--- src/rtl/gpio_bank_pkg.sv ---
package gpio_bank_pkg;

  // Reserved interrupt window that bank bases must skip
  localparam int unsigned HOLE_LO   = 32'h90;
  localparam int unsigned HOLE_SIZE = 32'h10;
  localparam int unsigned BANK_STRIDE = 8;

  typedef struct packed {
    logic hit;    // address selects some bank register
    logic isDir;  // selected register is the direction word
    logic wrStb;  // access is a write
  } gpioStrb_t;

  function automatic int unsigned bankBaseAddr(int unsigned b);
    int unsigned base;
    base = (b + 1) * BANK_STRIDE;
    if (base >= HOLE_LO) base = base + HOLE_SIZE;
    return base;
  endfunction

endpackage

--- src/rtl/gpio_bank_decode.sv ---
module gpio_bank_decode
  import gpio_bank_pkg::*;
#(
  parameter int NBANKS = 19,
  parameter int ADDR_W = 10,
  parameter int BANK_W = 5
) (
  input  logic              clk,
  input  logic              rstN,
  input  logic              busSel,
  input  logic              busWrite,
  input  logic [ADDR_W-1:0] busAddr,
  output gpioStrb_t         strb,
  output logic [BANK_W-1:0] bankIdx
);

  logic [NBANKS-1:0] dataHit;
  logic [NBANKS-1:0] dirHit;
  logic [1:0]        unusedAddrLo;

  assign unusedAddrLo = busAddr[1:0];

  for (genvar b = 0; b < NBANKS; b++) begin : g_bank
    localparam logic [ADDR_W-1:0] DATA_A = ADDR_W'(bankBaseAddr(b));
    localparam logic [ADDR_W-1:0] DIR_A  = ADDR_W'(bankBaseAddr(b) + 4);
    assign dataHit[b] = busSel && (busAddr[ADDR_W-1:2] == DATA_A[ADDR_W-1:2]);
    assign dirHit[b]  = busSel && (busAddr[ADDR_W-1:2] == DIR_A[ADDR_W-1:2]);
  end

  always_comb begin
    bankIdx    = '0;
    strb.isDir = 1'b0;
    for (int b = 0; b < NBANKS; b++) begin
      if (dataHit[b] || dirHit[b]) begin
        bankIdx    = BANK_W'(b);
        strb.isDir = dirHit[b];
      end
    end
    strb.hit   = (|dataHit) || (|dirHit);
    strb.wrStb = busSel && busWrite;
  end

  // at most one register of one bank decodes for any address
  p_onehot_dec_r2: assert property (@(posedge clk) disable iff (!rstN)
    $onehot0({dataHit, dirHit}));

  // the reserved interrupt window never reaches a bank
  p_no_hole_hit_r3: assert property (@(posedge clk) disable iff (!rstN)
    (busAddr >= ADDR_W'(HOLE_LO) && busAddr < ADDR_W'(HOLE_LO + HOLE_SIZE))
      |-> !strb.hit);

endmodule

--- src/rtl/gpio_bank_store.sv ---
module gpio_bank_store
  import gpio_bank_pkg::*;
#(
  parameter int NUM_LINES      = 150,
  parameter int LINES_PER_BANK = 8,
  parameter int BANK_W         = 5
) (
  input  logic                      clk,
  input  logic                      rstN,
  input  gpioStrb_t                 strb,
  input  logic [BANK_W-1:0]         bankIdx,
  input  logic [LINES_PER_BANK-1:0] wrBits,
  input  logic [NUM_LINES-1:0]      padIn,
  output logic [NUM_LINES-1:0]      padOut,
  output logic [NUM_LINES-1:0]      padOe,
  output logic [LINES_PER_BANK-1:0] rdBits
);

  logic [NUM_LINES-1:0] dataQ;
  logic [NUM_LINES-1:0] dirQ;
  logic [NUM_LINES-1:0] syncA;
  logic [NUM_LINES-1:0] syncB;
  logic                 bankWr;

  assign bankWr = strb.hit && strb.wrStb;

  always_ff @(posedge clk or negedge rstN) begin
    if (!rstN) begin
      dataQ <= '0;
      dirQ  <= '1;
    end else if (bankWr) begin
      for (int i = 0; i < NUM_LINES; i++) begin
        if (i / LINES_PER_BANK == int'(bankIdx)) begin
          if (strb.isDir) dirQ[i]  <= wrBits[i % LINES_PER_BANK];
          else            dataQ[i] <= wrBits[i % LINES_PER_BANK];
        end
      end
    end
  end

  // Two-stage synchronizer on the pad inputs
  always_ff @(posedge clk or negedge rstN) begin
    if (!rstN) begin
      syncA <= '0;
      syncB <= '0;
    end else begin
      syncA <= padIn;
      syncB <= syncA;
    end
  end

  always_comb begin
    rdBits = '0;
    for (int i = 0; i < NUM_LINES; i++) begin
      if (i / LINES_PER_BANK == int'(bankIdx)) begin
        rdBits[i % LINES_PER_BANK] = strb.isDir ? dirQ[i]
                                   : (dirQ[i] ? syncB[i] : dataQ[i]);
      end
    end
  end

  assign padOut = dataQ;
  assign padOe  = ~dirQ;

  // a data-latch write leaves every direction bit alone
  p_dir_hold_r5: assert property (@(posedge clk) disable iff (!rstN)
    (bankWr && !strb.isDir) |=> $stable(dirQ));

  // a direction write leaves every data latch alone
  p_data_hold_r5: assert property (@(posedge clk) disable iff (!rstN)
    (bankWr && strb.isDir) |=> $stable(dataQ));

  // without a decoded write nothing stored changes
  p_no_stray_wr_r9: assert property (@(posedge clk) disable iff (!rstN)
    !bankWr |=> ($stable(dataQ) && $stable(dirQ)));

endmodule

--- src/rtl/gpio_bank_regs.sv ---
module gpio_bank_regs
  import gpio_bank_pkg::*;
#(
  parameter int NUM_LINES      = 150,
  parameter int LINES_PER_BANK = 8,
  parameter int ADDR_W         = 10
) (
  input  logic                 clk,
  input  logic                 rstN,
  input  logic                 busSel,
  input  logic                 busWrite,
  input  logic [ADDR_W-1:0]    busAddr,
  input  logic [31:0]          busWdata,
  output logic [31:0]          busRdata,
  input  logic [NUM_LINES-1:0] padIn,
  output logic [NUM_LINES-1:0] padOut,
  output logic [NUM_LINES-1:0] padOe
);

  localparam int NBANKS = (NUM_LINES + LINES_PER_BANK - 1) / LINES_PER_BANK;
  localparam int BANK_W = (NBANKS > 1) ? $clog2(NBANKS) : 1;

  gpioStrb_t                 strb;
  logic [BANK_W-1:0]         bankIdx;
  logic [LINES_PER_BANK-1:0] rdBits;
  logic [31-LINES_PER_BANK:0] unusedWdataHi;

  assign unusedWdataHi = busWdata[31:LINES_PER_BANK];

  gpio_bank_decode #(
    .NBANKS (NBANKS),
    .ADDR_W (ADDR_W),
    .BANK_W (BANK_W)
  ) u_decode (
    .clk      (clk),
    .rstN     (rstN),
    .busSel   (busSel),
    .busWrite (busWrite),
    .busAddr  (busAddr),
    .strb     (strb),
    .bankIdx  (bankIdx)
  );

  gpio_bank_store #(
    .NUM_LINES      (NUM_LINES),
    .LINES_PER_BANK (LINES_PER_BANK),
    .BANK_W         (BANK_W)
  ) u_store (
    .clk     (clk),
    .rstN    (rstN),
    .strb    (strb),
    .bankIdx (bankIdx),
    .wrBits  (busWdata[LINES_PER_BANK-1:0]),
    .padIn   (padIn),
    .padOut  (padOut),
    .padOe   (padOe),
    .rdBits  (rdBits)
  );

  assign busRdata = (strb.hit && !busWrite) ? 32'(rdBits) : 32'd0;

  // an idle bus or a write cycle returns zero
  p_idle_zero_r10: assert property (@(posedge clk) disable iff (!rstN)
    (!busSel || busWrite) |-> (busRdata == 32'd0));

  // bits above the bank width never read as one
  p_upper_zero_r8: assert property (@(posedge clk) disable iff (!rstN)
    busRdata[31:LINES_PER_BANK] == '0);

endmodule

--- config.mk ---
export PLATFORM = sky130hd
export DESIGN_NAME = gpio_bank_regs
export DESIGN_NICKNAME = d
export VERILOG_FILES = /design/src/rtl/gpio_bank_pkg.sv /design/src/rtl/gpio_bank_decode.sv /design/src/rtl/gpio_bank_store.sv /design/src/rtl/gpio_bank_regs.sv
export SDC_FILE = /design/constraint.sdc
export NUM_CORES = 1
export LEC_CHECK = 0
export BUFFER_PORTS_ARGS = -buffer_cell sky130_fd_sc_hd__buf_2
export CORE_MARGIN = 2
export CORE_UTILIZATION = 50
export CTS_CLUSTER_DIAMETER = 60
export DETAILED_ROUTE_END_ITERATION = 6
export GPL_TIMING_DRIVEN = 1
export PLACE_DENSITY = 0.76
export SYNTH_ARGS = -nofsm -noshare
export SYNTH_HDL_FRONTEND = slang
export SYNTH_SLANG_ARGS = --single-unit
--- constraint.sdc ---
create_clock -name clk -period 2.6 [get_ports clk]
set_input_delay 0 -clock clk [delete_from_list [all_inputs] [get_ports clk]]
set_output_delay 0 -clock clk [all_outputs]
set_load 0.05 [all_outputs]
Word level (Yosys, flattened, before mapping)

Cells that the tools add are included.

Register bits after elaboration: 600
Input port bits: 196
Output and inout port bits: 332
Word-level logic and storage cells: 689

Multiplexer cells: 488
Equality and inequality tests: 56
Reductions and logical operators: 103
Bitwise logic cells: 2

Operators with widths:

| cell                 | count |
|---|---|
| $mux W1              | 470 |
| $not A150 Y150       | 1 |
| $eq A8 B5 Y1 const B | 16 |
| $reduce_and A3 Y1    | 38 |
| $eq A8 B4 Y1 const B | 8 |
| $eq A8 B6 Y1 const B | 8 |
| $eq A5 B5 Y1 const A | 11 |
| $logic_and A1 B1 Y1  | 41 |
| $reduce_or A19 Y1    | 2 |
| $eq A8 B3 Y1 const B | 4 |
| $mux W4              | 8 |
| $eq A4 B5 Y1 const A | 4 |
| $logic_or A1 B1 Y1   | 20 |
| $eq A8 B2 Y1 const B | 2 |
| $mux W5              | 3 |
| $mux W3              | 4 |
| $eq A3 B5 Y1 const A | 2 |
| $mux W8              | 1 |
| $eq A2 B5 Y1 const A | 1 |
| $logic_not A5 Y1     | 1 |
| $mux W2              | 2 |
| $logic_not A1 Y1     | 1 |
| $not A1 Y1           | 1 |

Depth between registers and ports, before layout

Depth after elaboration: 43
Mapped depth: 14
Depth with buffers taken out: 9

Modules after synthesis

Synthesis repeated with hierarchy kept, for this count alone.

Cells, all modules: 1,944
Area total of the unflattened synthesis: 23,674.0 um^2

By module, submodules not included:

| module           | instances | area each (um^2) | sequential area each (um^2) | cells each |
|---|---|---|---|---|
| gpio_bank_store  | 1         | 23,242.3         | 15,202.1                    | 1,883 |
| gpio_bank_regs   | 1         | 254.0            | 0.0                         | 33 |
| gpio_bank_decode | 1         | 177.7            | 0.0                         | 28 |

Worst setup path after synthesis

Ideal clock, no wire load.

Path kind: input -> output
Start point: input port busAddr[6]
End point: output port busRdata[4]
Data required time: 2.600 ns
Buffers on the path: 3
Arrival time: 2.748 ns
Stages: 12
Setup slack: -0.148 ns
Cell sequence: buf_2 or3b_1 a211oi_2 o21a_2 buf_4 buf_4 nor4_1 o21ai_0 o21ai_0 nand3b_1 o221a_1 a21oi_1

Longest elaborated chain between the ends: 43
Elaborated cells between the ends (all ways): 194
Classes of those cells: 56 x eq/ne; 76 x mux; 62 x reduce/logical

RTL lines:

| what                                   | RTL line                                       | source |
|---|---|---|
| from (decl)                            | gpio_bank_regs.sv:12                           | `input logic [ADDR_W-1:0] busAddr,` |
| $eq A8 B2 Y1 (on tied branches)        | gpio_bank_decode.sv:26, gpio_bank_decode.sv:27 |  |
| $logic_and A1 B1 Y1 (on tied branches) | gpio_bank_decode.sv:26, gpio_bank_decode.sv:27 |  |
| $logic_or A1 B1 Y1                     | gpio_bank_decode.sv:34                         | `if (dataHit[b] \|\| dirHit[b]) begin` |
| $mux W1 (19 in series)                 | gpio_bank_decode.sv:34                         |  |
| $mux W1                                | gpio_bank_store.sv:56                          | `rdBits[i % LINES_PER_BANK] = strb.isDir ? dirQ[i]` |
| $mux W1 (19 in series)                 | gpio_bank_store.sv:55                          | `if (i / LINES_PER_BANK == int'(bankIdx)) begin` |
| $mux W8 *                              | gpio_bank_regs.sv:60                           | `assign busRdata = (strb.hit && !busWrite) ? 32'(rdBits) : 32'd0;` |
| to (decl)                              | gpio_bank_regs.sv:14                           | `output logic [31:0] busRdata,` |

Every way passes the cells marked *; elsewhere a longest branch is shown, timed or not.

Worst setup path after layout

Start point: register u_store.dirQ[41]
End point: output port busRdata[1]

Longest elaborated chain between the ends: 17

RTL lines:

| what                              | RTL line              | source |
|---|---|---|
| from (decl)                       | gpio_bank_store.sv:20 | `logic [NUM_LINES-1:0] dirQ;` |
| from (signal, indexed assignment) | gpio_bank_store.sv:34 | `if (strb.isDir) dirQ[i] <= wrBits[i % LINES_PER_BANK];` |
| $mux W1                           | gpio_bank_store.sv:57 | `: (dirQ[i] ? syncB[i] : dataQ[i]);` |
| $mux W1 *                         | gpio_bank_store.sv:56 |  |
| $mux W1 * (14 in series)          | gpio_bank_store.sv:55 |  |
| $mux W8 *                         | gpio_bank_regs.sv:60  |  |

Marked as above.

==> impl_results.md <==
* Final min period at 2.91 ns
* Yosys reg bits at 600
* Sw frac at 23.6%
* Area of placed instances at 0.0286 mm^2
* Vias in the first global route at 20936
* Warnings, synthesis at 0
* CTS max path bufs at 3
* Gpl congestion at 1.03
* Max-cap violations at 0
* Worst EP required at 2.60 ns
* Asr flop ratio synth at 100%
* GR Util All Layers at 36.2%
* Syn Std Cell Area at 0.0238 mm^2
* Most common library cell in the layout ignoring fill and taps: buf_2
* CP Max Fanout at 3
* Pwr dens at 615 mW/mm^2
* Final worst slack at -0.314 ns
* Max IR drop VDD at 0.846 mV
* Chip height at 222 um
* Outcome: complete, but fails checks
* Vias/cell at 5.91
* Initial Util at 50.3%
* Hold Vio Cnt, Final at 0
* Vias at 20057
* DIE AREA at 0.0495 mm^2
* Setup slack, reg-to-reg at 1.71 ns
* PortBufs at 477
* Root buf cell: clkbuf_16
* Area of the multi-input gates at 0.00827 mm^2
* FILL cells at 2976
* P_int at 0.0161 W
* Worst-skew pair later-pin latency at 0.62 ns
* Critical path data arrival time at 2.91 ns
* Number of I/O pins at 528
* Worst-Margin Slew at 1.19 ns
* Hold Path Class: primary input to flop
* Final-report setup violation count at 8
* Setup crit start kind: flop
* Worst-path clk slew at 0.06 ns
* Pin count of the biggest net entering global routing at 110
* Worst Hold Depth at 2
* Final HPWL DP at 59600 um
* DRC errors left at 0
* Sequential cell area fraction in the yosys report at 63.7%
* CTS tree: done
* Post-route cell area at 0.0342 mm^2
* Post-Layout Cell Count at 3394
* Core area at 0.0474 mm^2
* Final net count at 2922
* FMAX at 0.343 GHz
* Combinational Power Share at 8.1%
* Post-Route WL at 91400 um
* Site Rows at 80
* Share of cells above drive strength 1 at 51.7%
* Dominant synthesized flop cell: dfrtp_1
* Failing checks: setup timing
* Sink Count at 600
* Met3 usage at 8.89%
* GR peak layer: met2
* Setup Crit Path Kind: flop to output pin
* Dpl cells at 3053
* RSZ-0062 raised after global routing: yes
* Pre-Repair DR Iteration Count at 6
* Number of synthesized flops with an enable pin at 0
* Avg Inst Size Synth at 13.0 um^2
* Area Growth Syn to Fin at 43.3%
* Switching power at 0.00497 W
* Total CTS buffers at 59
* Max-slew headroom at 20.5%
* DR WL/cell at 26.9 um
* Met1 Usage GRT at 45.6%
* Gr ovfl total at 0
* 1st-iter DRT viols at 2069
* Worst r2r path cells at 2
* Storage element area at 0.0152 mm^2
* Syn Inst Count at 1840
* Critical path endpoint category: output pin
* Most frequent cells in the layout: buf_2, dfrtp_1, mux2_2
* Period utilisation layout at 112%
* H-tree lvl count at 2
* Initial antenna violation count at 4
* Post-route ant nets at 0
* Clock skew at 0.00725 ns
* Seq pwr share at 46.5%
* First-pass GRT wire length at 133000 um
* Die Span X at 222 um
* Lkg Pwr at 15.3 nW
* Power share of the clock group at 45.4%
* Post-synth cell types at 73
* Slew Viols, Final at 0
* Met2 usage at 57.4%
power by group through the flow:
stage / logic (W) / clock network, W / registers (W)
after CTS: 0.00164 / 0.00958 / 0.00977
after global routing: 0.00178 / 0.00999 / 0.00979
after detailed placement: 0.00129 / 0 / 0.00992
after floorplan: 0.000437 / 0 / 0.0100
final: 0.00170 / 0.00955 / 0.00978
after global placement: 0.00128 / 0 / 0.00992
final timing paths:
path | from | end
hold reg to reg | u_store.syncA[74] | u_store.syncB[74]
setup / recovery | u_store.dirQ[41] | busRdata[1]
hold / removal | padIn[20] | u_store.syncA[20]
setup reg to reg | u_store.dirQ[4] | u_store.dirQ[4]
max in group asynchronous | rstN | u_store.syncB[114]
min in group asynchronous | rstN | u_store.dirQ[50]
routing by layer:
layer / part of all wire [%] / vias up
li1: - / 8212
met1: 37 / 10110
met2: 47 / 1345
met3: 9.6 / 386
met4: 6.8 / 4
met5: 0.027 / -
registers in the layout (all words and copies together) (netlist names):
| name | count |
|---|---|
| u_store.padOut | 150 |
| u_store.syncB | 150 |
| u_store.syncA | 150 |
| u_store.dirQ | 150 |
critical path, cell delays in order, from the launching register on:
cell	delay [ns]
dfstp_2	0.55
inv_1	0.10
nor4_1	0.46
o21ai_0	0.24
o211ai_1	0.17
a21oi_2	0.10
o31ai_2	0.25
buf_4	0.18
a21oi_2	0.07
buf_6	0.16
kinds of logic after synthesis:
logic type	after synthesis	share of synthesized area [%]
compound gates	389	10.6
xor+xnor	1	0.0367
mux	301	14.2
simple gates	260	6.12
flops	600	63.7
other cells	1	0.0157
buf+inv	288	5.31
through the flow:
stage / hold slack [ns] / TNS [ns] / power (W) / worst slack [ns] / utilization (%)
2_1_floorplan: -0.296 / 0 / 0.0104 / 0.144 / -
3_3_place_gp: -0.00764 / -13.49 / 0.0112 / -0.668 / 60.3
3_5_place_dp: -0.00739 / -16.22 / 0.0112 / -0.746 / 60.3
4_1_cts: 0.000171 / -0.694 / 0.0210 / -0.162 / 71.3
5_1_grt: 0.0104 / -1.85 / 0.0216 / -0.341 / 72.0
6_report: 0.00992 / -1.33 / 0.0210 / -0.314 / 72.0
area by class of cell:
type,instances,area share (%)
diodes,2,0.0146
clock buffers,83,5.11
clock inverters,29,1.33
inverters,176,1.94
multi-input cells,975,24.2
flip-flops and latches,600,44.5
well taps,615,2.25
repair buffers,914,20.7
Yosys cell counts (4+ instances only):
master    count  share of area (%)
dfrtp_1     450                 47
mux2_2      289                 14
inv_1       176                2.8
dfstp_2     150                 17
o21ai_0      93                2.0
a21oi_1      76                1.6
nand2_1      62               0.98
a31oi_1      56                1.5
nor2_1       47               0.74
clkbuf_1     46               0.72
buf_4        30               0.94
nor3_1       29               0.61
buf_2        28               0.59
a311oi_1     23               0.84
nand3_1      23               0.48
o21a_1       23               0.72
nor2_4       20               0.94
nor2_2       17               0.45
o31ai_1      15               0.47
nand4_1      13               0.34
o41ai_1      12               0.44
mux2_1       11               0.52
nor4_1       10               0.26
o21ai_1      10               0.21
a211oi_1      8               0.25
nor2b_1       8               0.21
o211ai_1      8               0.25
a221oi_1      7               0.26
o22ai_1       7               0.18
a21o_1        6               0.19
a31o_2        5               0.18
a41oi_1       5               0.18
buf_6         5               0.24
a22oi_1       4               0.13
and2_1        4               0.10
and3_1        4               0.10
nand2b_1      4               0.10
o221ai_1      4               0.15
o22a_1        4               0.15
o31a_1        4               0.15
repair_timing:
action	4_1_cts	5_1_grt
setup buffers	25	7
pin swaps	68	21
hold buffers	191	0
endpoints found under the hold margin	618	0
resized for setup	161	51
setup endpoints to repair	8	8
cloned	6	3
No activity file was read; power rests on OpenSTA's default activity.
